## src/rtl/seg_scan_pkg.sv

```systemverilog
// Package: shared level codes and geometry constants for the segment scan block.
// Assumes each RAM byte holds eight vertically stacked pixel rows.
package seg_scan_pkg;

    localparam int BYTE_W    = 8;
    localparam int ROW_SEL_W = 3;

    typedef enum logic [1:0] {
        LVL_V0 = 2'b00,
        LVL_V2 = 2'b01,
        LVL_V3 = 2'b10,
        LVL_V5 = 2'b11
    } lvl_t;

    // Map phase, pixel and enable to the level code of one segment.
    function automatic logic [1:0] lvl_pick(input logic phase, input logic px, input logic on);
        lvl_t l;
        if (!on || !px) begin
            l = phase ? LVL_V3 : LVL_V2;
        end else begin
            l = phase ? LVL_V5 : LVL_V0;
        end
        return l;
    endfunction

endpackage

```

## src/rtl/seg_edge_sync.sv

```systemverilog
// Module: brings an asynchronous level into the clock domain and flags its edges.
// Assumes the input is slow compared with clk; each edge gives a one-cycle pulse.
module seg_edge_sync #(
    parameter int STAGES = 2
) (
    input  logic clk,
    input  logic rst_n,
    input  logic din,
    output logic rise,
    output logic fall
);

    logic [STAGES:0] shr_q;

    // Shift the input through the synchroniser and one history stage.
    always_ff @(posedge clk) begin
        if (!rst_n) begin
            shr_q <= '0;
        end else begin
            shr_q <= {shr_q[STAGES-1:0], din};
        end
    end

    assign rise = shr_q[STAGES-1] & ~shr_q[STAGES];
    assign fall = ~shr_q[STAGES-1] & shr_q[STAGES];

endmodule

```

## src/rtl/seg_line_counter.sv

```systemverilog
// Module: scan line counter, zeroed by frame sync and stepped by the line clock.
// Assumes both pulses last one cycle; frame takes priority.
module seg_line_counter #(
    parameter int LINE_W = 6
) (
    input  logic              clk,
    input  logic              rst_n,
    input  logic              preset,
    input  logic              step,
    output logic [LINE_W-1:0] cnt
);

    // Hold, zero or advance the counter; it wraps by its width.
    always_ff @(posedge clk) begin
        if (!rst_n) begin
            cnt <= '0;
        end else if (preset) begin
            cnt <= '0;
        end else if (step) begin
            cnt <= cnt + LINE_W'(1);
        end
    end

endmodule

```

## src/rtl/seg_row_gather.sv

```systemverilog
// Module: reads one byte per column from the display RAM and collects one bit
// from each into a row buffer. Assumes the RAM returns data one clock after
// the address; a new start restarts the walk from column 0.
module seg_row_gather
    import seg_scan_pkg::*;
#(
    parameter int NCOL   = 64,
    parameter int LINE_W = 6,
    localparam int COL_W  = $clog2(NCOL),
    localparam int PAGE_W = LINE_W - ROW_SEL_W,
    localparam int ADDR_W = PAGE_W + COL_W
) (
    input  logic              clk,
    input  logic              rst_n,
    input  logic              start,
    input  logic [LINE_W-1:0] line,
    output logic              rd_en,
    output logic [ADDR_W-1:0] rd_addr,
    input  logic [BYTE_W-1:0] rd_data,
    output logic [NCOL-1:0]   row
);

    localparam logic [COL_W-1:0] LAST_COL = COL_W'(NCOL - 1);

    logic                 busy_q;
    logic [COL_W-1:0]     col_q;
    logic [LINE_W-1:0]    line_q;
    logic                 vld_d;
    logic [COL_W-1:0]     col_d;
    logic [ROW_SEL_W-1:0] bit_d;

    // Address walker: capture the line at start, then step through the columns.
    always_ff @(posedge clk) begin
        if (!rst_n) begin
            busy_q <= 1'b0;
            col_q  <= '0;
            line_q <= '0;
        end else if (start) begin
            busy_q <= 1'b1;
            col_q  <= '0;
            line_q <= line;
        end else if (busy_q) begin
            col_q <= col_q + COL_W'(1);
            if (col_q == LAST_COL) begin
                busy_q <= 1'b0;
            end
        end
    end

    // Delay stage that lines the column tag up with the returning RAM data.
    always_ff @(posedge clk) begin
        if (!rst_n) begin
            vld_d <= 1'b0;
            col_d <= '0;
            bit_d <= '0;
        end else begin
            vld_d <= busy_q & ~start;
            col_d <= col_q;
            bit_d <= line_q[ROW_SEL_W-1:0];
        end
    end

    // Row buffer: store the selected bit of each returned byte.
    always_ff @(posedge clk) begin
        if (!rst_n) begin
            row <= '0;
        end else if (vld_d) begin
            row[col_d] <= rd_data[bit_d];
        end
    end

    assign rd_en   = busy_q;
    assign rd_addr = {line_q[LINE_W-1:ROW_SEL_W], col_q};

endmodule

```

## src/rtl/seg_level_encoder.sv

```systemverilog
// Module: maps latched pixels to segments in either direction and registers
// one level code per segment. Assumes its control levels are synchronous to clk.
module seg_level_encoder
    import seg_scan_pkg::*;
#(
    parameter int NCOL = 64
) (
    input  logic              clk,
    input  logic              rst_n,
    input  logic [NCOL-1:0]   row,
    input  logic              ac_phase,
    input  logic              disp_on,
    input  logic              col_fwd,
    output logic [2*NCOL-1:0] seg_code
);

    localparam logic [1:0] RST_LVL = LVL_V2;

    logic [NCOL-1:0] picked;

    // Column selection for each segment under the direction input.
    for (genvar s = 0; s < NCOL; s++) begin : g_map
        assign picked[s] = col_fwd ? row[s] : row[NCOL-1-s];
    end

    // Register the level code of every segment.
    always_ff @(posedge clk) begin
        if (!rst_n) begin
            seg_code <= {NCOL{RST_LVL}};
        end else begin
            for (int s = 0; s < NCOL; s++) begin
                seg_code[2*s +: 2] <= lvl_pick(ac_phase, picked[s], disp_on);
            end
        end
    end

endmodule

```

## src/rtl/seg_scan_drive.sv

```systemverilog
// Top: segment scan and drive level encoder. Syncs the line and frame strobes,
// keeps the scan line, fetches each row from RAM, latches it on the line clock
// and encodes the drive levels. Assumes rising line edges come at least
// NCOL+8 clocks after the falling edge before them.
module seg_scan_drive
    import seg_scan_pkg::*;
#(
    parameter int NCOL  = 64,
    parameter int NLINE = 64,
    localparam int LINE_W = $clog2(NLINE),
    localparam int COL_W  = $clog2(NCOL),
    localparam int ADDR_W = LINE_W - ROW_SEL_W + COL_W
) (
    input  logic              clk,
    input  logic              rst_n,
    input  logic              line_clk,
    input  logic              frame_in,
    input  logic              ac_phase,
    input  logic              disp_on,
    input  logic [LINE_W-1:0] start_line,
    input  logic              col_fwd,
    output logic              ram_rd_en,
    output logic [ADDR_W-1:0] ram_rd_addr,
    input  logic [BYTE_W-1:0] ram_rd_data,
    output logic [2*NCOL-1:0] seg_code
);

    logic              cl_rise, cl_fall;
    logic              frm_rise, frm_fall;
    logic [LINE_W-1:0] line_cnt;
    logic [LINE_W-1:0] disp_line;
    logic              fetch_start;
    logic [NCOL-1:0]   row_buf;
    logic [NCOL-1:0]   row_latch;

    seg_edge_sync u_cl_sync (
        .clk (clk), .rst_n (rst_n), .din (line_clk),
        .rise (cl_rise), .fall (cl_fall)
    );

    seg_edge_sync u_frm_sync (
        .clk (clk), .rst_n (rst_n), .din (frame_in),
        .rise (frm_rise), .fall (frm_fall)
    );

    seg_line_counter #(.LINE_W(LINE_W)) u_ctr (
        .clk (clk), .rst_n (rst_n), .preset (frm_rise),
        .step (cl_fall), .cnt (line_cnt)
    );

    assign disp_line = line_cnt + start_line;

    // Fetch request: once out of reset, then one cycle after each counter event.
    always_ff @(posedge clk) begin
        if (!rst_n) begin
            fetch_start <= 1'b1;
        end else begin
            fetch_start <= cl_fall | frm_rise | frm_fall;
        end
    end

    seg_row_gather #(.NCOL(NCOL), .LINE_W(LINE_W)) u_gather (
        .clk (clk), .rst_n (rst_n), .start (fetch_start), .line (disp_line),
        .rd_en (ram_rd_en), .rd_addr (ram_rd_addr), .rd_data (ram_rd_data),
        .row (row_buf)
    );

    // Output latch: take the fetched row on each rising line clock edge.
    always_ff @(posedge clk) begin
        if (!rst_n) begin
            row_latch <= '0;
        end else if (cl_rise) begin
            row_latch <= row_buf;
        end
    end

    seg_level_encoder #(.NCOL(NCOL)) u_enc (
        .clk (clk), .rst_n (rst_n), .row (row_latch),
        .ac_phase (ac_phase), .disp_on (disp_on), .col_fwd (col_fwd),
        .seg_code (seg_code)
    );

endmodule

```

## config.mk

```make
export PLATFORM = sky130hd
export DESIGN_NAME = seg_scan_drive
export DESIGN_NICKNAME = d
export VERILOG_FILES = /design/src/rtl/seg_scan_pkg.sv /design/src/rtl/seg_edge_sync.sv /design/src/rtl/seg_line_counter.sv /design/src/rtl/seg_row_gather.sv /design/src/rtl/seg_level_encoder.sv /design/src/rtl/seg_scan_drive.sv
export SDC_FILE = /design/constraint.sdc
export NUM_CORES = 1
export LEC_CHECK = 0
export BUFFER_PORTS_ARGS = -buffer_cell sky130_fd_sc_hd__buf_4
export CORE_MARGIN = 4
export CORE_UTILIZATION = 57
export DETAILED_ROUTE_END_ITERATION = 7
export GPL_ROUTABILITY_DRIVEN = 0
export PLACE_DENSITY = 0.8
export RECOVER_POWER = 50
export SLEW_MARGIN = 20
export SYNTH_ARGS = -nofsm -noshare
export SYNTH_HDL_FRONTEND = slang
export SYNTH_SLANG_ARGS = --single-unit
```

## constraint.sdc

```tcl
create_clock -name clk -period 2.27 [get_ports clk]
set_input_delay 0.5675 -clock clk [delete_from_list [all_inputs] [get_ports clk]]
set_output_delay 0.5675 -clock clk [all_outputs]
set_load 0.005 [all_outputs]
```

# Yosys cells after proc, flatten, opt, wreduce, memory -nomap -nowiden
# Cells that the tools add are included.
# word_totals
register_bits	292
in_bits	21
# classes
add_sub_neg	3
magnitude_cmp	3
n_eq_ne	1
mux	138
bitwise_logic	13
reduce_logical	132
# op_table
cell	n
$mux W2	66
$mux W1	69
$logic_not A1 Y1	65
$bwmux W64	1
$logic_or A1 B1 Y1	64
$add A6 B1 Y6 const B	2
$lt A6 B7 Y1 const B	1
$add A6 B6 Y6	1
$demux W1 S6	1
$eq A6 B6 Y1 const B	1
$ge A6 B1 Y1 const B	1
$not A1 Y1	6
$and A1 B1 Y1	5
$lt A3 B4 Y1 const B	1
$reduce_or A2 Y1	2
$bmux W1 S3	1
$or A1 B1 Y1	2
$logic_and A1 B1 Y1	1

# Longest topological paths before layout
# depth
ltp_word	5
ltp_mapped	7
depth_no_buf	7

# By module
# From an unflattened synthesis, not the netlist that was laid out.
# hier_totals
hier_cells	1008
area_unflattened_um2	10714.0
# by_module_without_submodules
module	instances	cells_each	area_each_um2
seg_level_encoder	1	350	4177.8
seg_row_gather	1	385	3423.3
seg_scan_drive	1	232	2685.1
seg_line_counter	1	25	245.2
seg_edge_sync	2	8	91.3

# Worst setup path after synthesis
# No wires, ideal clock.
# synth_timing
path_type	register to output
start	reg u_enc.seg_code[125] (netlist name)
end	out seg_code[101]
arrival_time_ns	1.591
required_time_ns	1.702
path_slack_ns	0.112
stages_incl_launch_ff	2
cell_sequence	dfxtp_1 buf_4
# synth_lines
item	line_no	text
end: declaration	seg_scan_drive.sv:25	output logic [2*NCOL-1:0] seg_code

==> results.md <==
* R2R depth at 4
* Synth area leaders: dfxtp_1, nand2_1, mux2_2, xnor2_1, buf_4
* DRT Wirelength at 20700 um
* TritonCTS clock tree: built
* Flops & latches, synth at roughly 230
* Setup WS pre-CTS at about 0.051 ns
* Crit path arrival time at around 1.5 ns
* Vias in the first global route at 7349
* Area grow syn2layout at 15.3%
* ANT cells at 0
* Slew @ Worst Pin at 0.902 ns
* CP Max Fanout at 64
* CTS Hold Bufs at 0
* Crit path capture: seg_code[73]
* Worst hold path class: in -> reg
* DR pass1 iterations at 6
* CP startpoint kind: flop
* Ys Warns at 0
* Clock tree root buffer cell: clkbuf_16
* Crit Path Class: reg -> out
* Final Skew at 0.00713 ns
* Via count at between 7000 and 8000
* Power per Cell Area at 728 nW/um^2
* Clock transition at path regs at around 0.060 ns
* TritonCTS buffer count at 24
* Relative slew slack at approximately two fifths
* DP Cell Count at ~1400
* Initial antenna violation count at 0
* Core area at approximately 17000 sq um
* CTS resizes at 0
* EDFF count, synth at 0
* Die W at 142 um
* Fmax at 490 MHz
* Setup TNS after final layout at 0 ns
* Htree depth at 1
* Mapped Cells at around 1200
* Register area share after synthesis at about 45%
* Final setup margin at approximately 0.23 ns
* DRC at 0
* Post-synth cell types at 47
* Syn_area_per_cell at 8.65 sq um
* Worst skew pair latency at 0.51 ns
* Worst EP required at 1.70 ns
* Main synth FF type: dfxtp_1
* Antenna Violating Nets Remaining at 0
* Layout cell share with drive strength beyond 1 at 22.3%
* I/O pin cnt at ~160
* First-pass GRT wire length at about 35000 um
* Mapped Area at 10300 sq um
* Floorplan row count at 48
* Most instantiated cells after synthesis: nand2_1, dfxtp_1, nor2_1
* DP HPWL at approximately 13000 um
* Post-CTS Setup Bufs at 0
* Vias/cell at ~5.3
* Leak Pwr at around 4.6 nW
* Status: finished, final reports clean
* Post-route insts no fill at 1473
* Asr flop ratio synth at 0%
* Global route total overflow at 0
* Initial Utilization at roughly 59%
* Total clock sinks at around 230
* Fin crit share at between 80% and 90%
* RSZ-0062 raised after global routing: no
* Leading area contributor after synthesis: dfxtp_1
* Initial DRC Count at around 520
* Worst setup startpoint: u_enc.seg_code[125]
* Minimum clock period at a little over 2 ns
* Full die area at 20300 sq um
* Max cap viols at 0
* Top cell type's share of synthesized area at roughly 45%
* Max-slew violations at 0
* Bufs on Longest Clock Path at 3
* Reg-to-reg slack, setup at between 0.2 and 0.3 ns
* Vert. Die Dim at between 100 and 150 um
* R2r startpoint: u_gather.bit_d[1]
* Reg2reg end: u_gather.row[57]
* Largest net degree at the start of global routing at between 60 and 70
* Drt wl/cell at 14.1 um
* Final setup vio count at 0
* Top-count cell post-synth: nand2_1
* GRT Util Overall at just over 20%
* Final nets at ~1300
* Port Buffers at 158
* Post-synthesis net count at ~1200
* Max VDD drop at ~0.00057 V
* Worst Setup End Kind: primary output
* Final Hold Fails at 0
==> cell usage in the layout, fill, tap and decap left out, types with 25 or more instances in the layout <==
cell type / instances
buf_4: 106
o21ai_0: 39
dfxtp_1: 228
a21boi_0: 65
nand2_1: 267
clkbuf_16: 25
nor3_1: 50
clkbuf_4: 55
nor2_1: 88
mux2_2: 65
xnor2_1: 67
==> critical path, stage by stage, from the launching register on <==
cell and delay (ns):
dfxtp_2 0.31, buf_4 0.44, buf_4 0.21
==> routing by layer <==
| layer | vias to the layer above | global-route usage [%] | part of all wire [%] |
|---|---|---|---|
| li1 | 3931 | - | - |
| met1 | 3641 | 26.5 | 44 |
| met2 | 174 | 35.2 | 49 |
| met3 | 43 | 2.89 | 4.9 |
| met4 | 0 | 5.20 | 2.1 |
| met5 | - | 0 | 0 |
==> where the power goes <==
part	switching [mW]	internal [mW]	total (mW)
Combinational	0.323	0.311	0.634
Clock	1.53	2.34	3.87
Sequential	0.0362	4.10	4.14
==> kinds of logic (layout without fill, tap and decap cells) <==
| kind of cell | count (synthesis) | after routing | synth area share, % |
|---|---|---|---|
| buffers and inverters | 169 | 227 | 8.94 |
| and+or+nand+nor | 475 | 475 | 20.1 |
| adders and majority gates | 8 | 8 | 1.05 |
| DFF | 229 | 229 | 44.5 |
| xor gates and xnor gates | 75 | 75 | 6.38 |
| muxes | 71 | 71 | 8.01 |
| AOI/OAI and AO/OA | 163 | 163 | 11.0 |
==> worst min path at each step <==
stage	start	end	slack, ns	cells past startpoint
after CTS	line_clk	u_cl_sync.shr_q[0]	0.26	2
final	line_clk	u_cl_sync.shr_q[0]	0.27	2
after floorplan	u_cl_sync.shr_q[0]	u_cl_sync.shr_q[1]	0.41	1
after detailed placement	u_frm_sync.shr_q[0]	u_frm_sync.shr_q[1]	0.43	1
after global placement	u_cl_sync.shr_q[0]	u_cl_sync.shr_q[1]	0.42	1
after global routing	line_clk	u_cl_sync.shr_q[0]	0.28	2
==> area by class of cell <==
class | count | area [sq um]
Inverter | 7 | 26.3
Sequential cell | 229 | 4590
Tap cell | 225 | 282
Multi-Input combinational cell | 792 | 4800
Timing Repair Buffer | 176 | 1400
Clock buffer | 34 | 689
Clock inverter | 10 | 100
Fill cell | 1388 | 5600
==> state kept, by name, indices dropped and copies added, names as in the netlist <==
signal	flops
row_latch	64
u_gather.rd_en	1
u_gather.line_q	6
u_gather.col_q	6
u_cl_sync.shr_q	3
u_gather.col_d	6
u_gather.bit_d	3
u_enc.seg_code	65
fetch_start	1
u_frm_sync.shr_q	3
u_ctr.cnt	6
u_gather.row	64
u_gather.vld_d	1
==> through the flow <==
stage               area (sq um)  util (%)  total power [mW]  hold WS, ns
finish                     11900      67.9              8.64        0.273
global route               11900      67.9              8.96        0.280
CTS                        11900      68.1              8.73        0.263
detailed placement         11100      63.6              4.88        0.429
global placement           11100      63.6              4.87        0.420
floorplan                  10300         -              4.68        0.412
(Power assumes the default switching activity.)
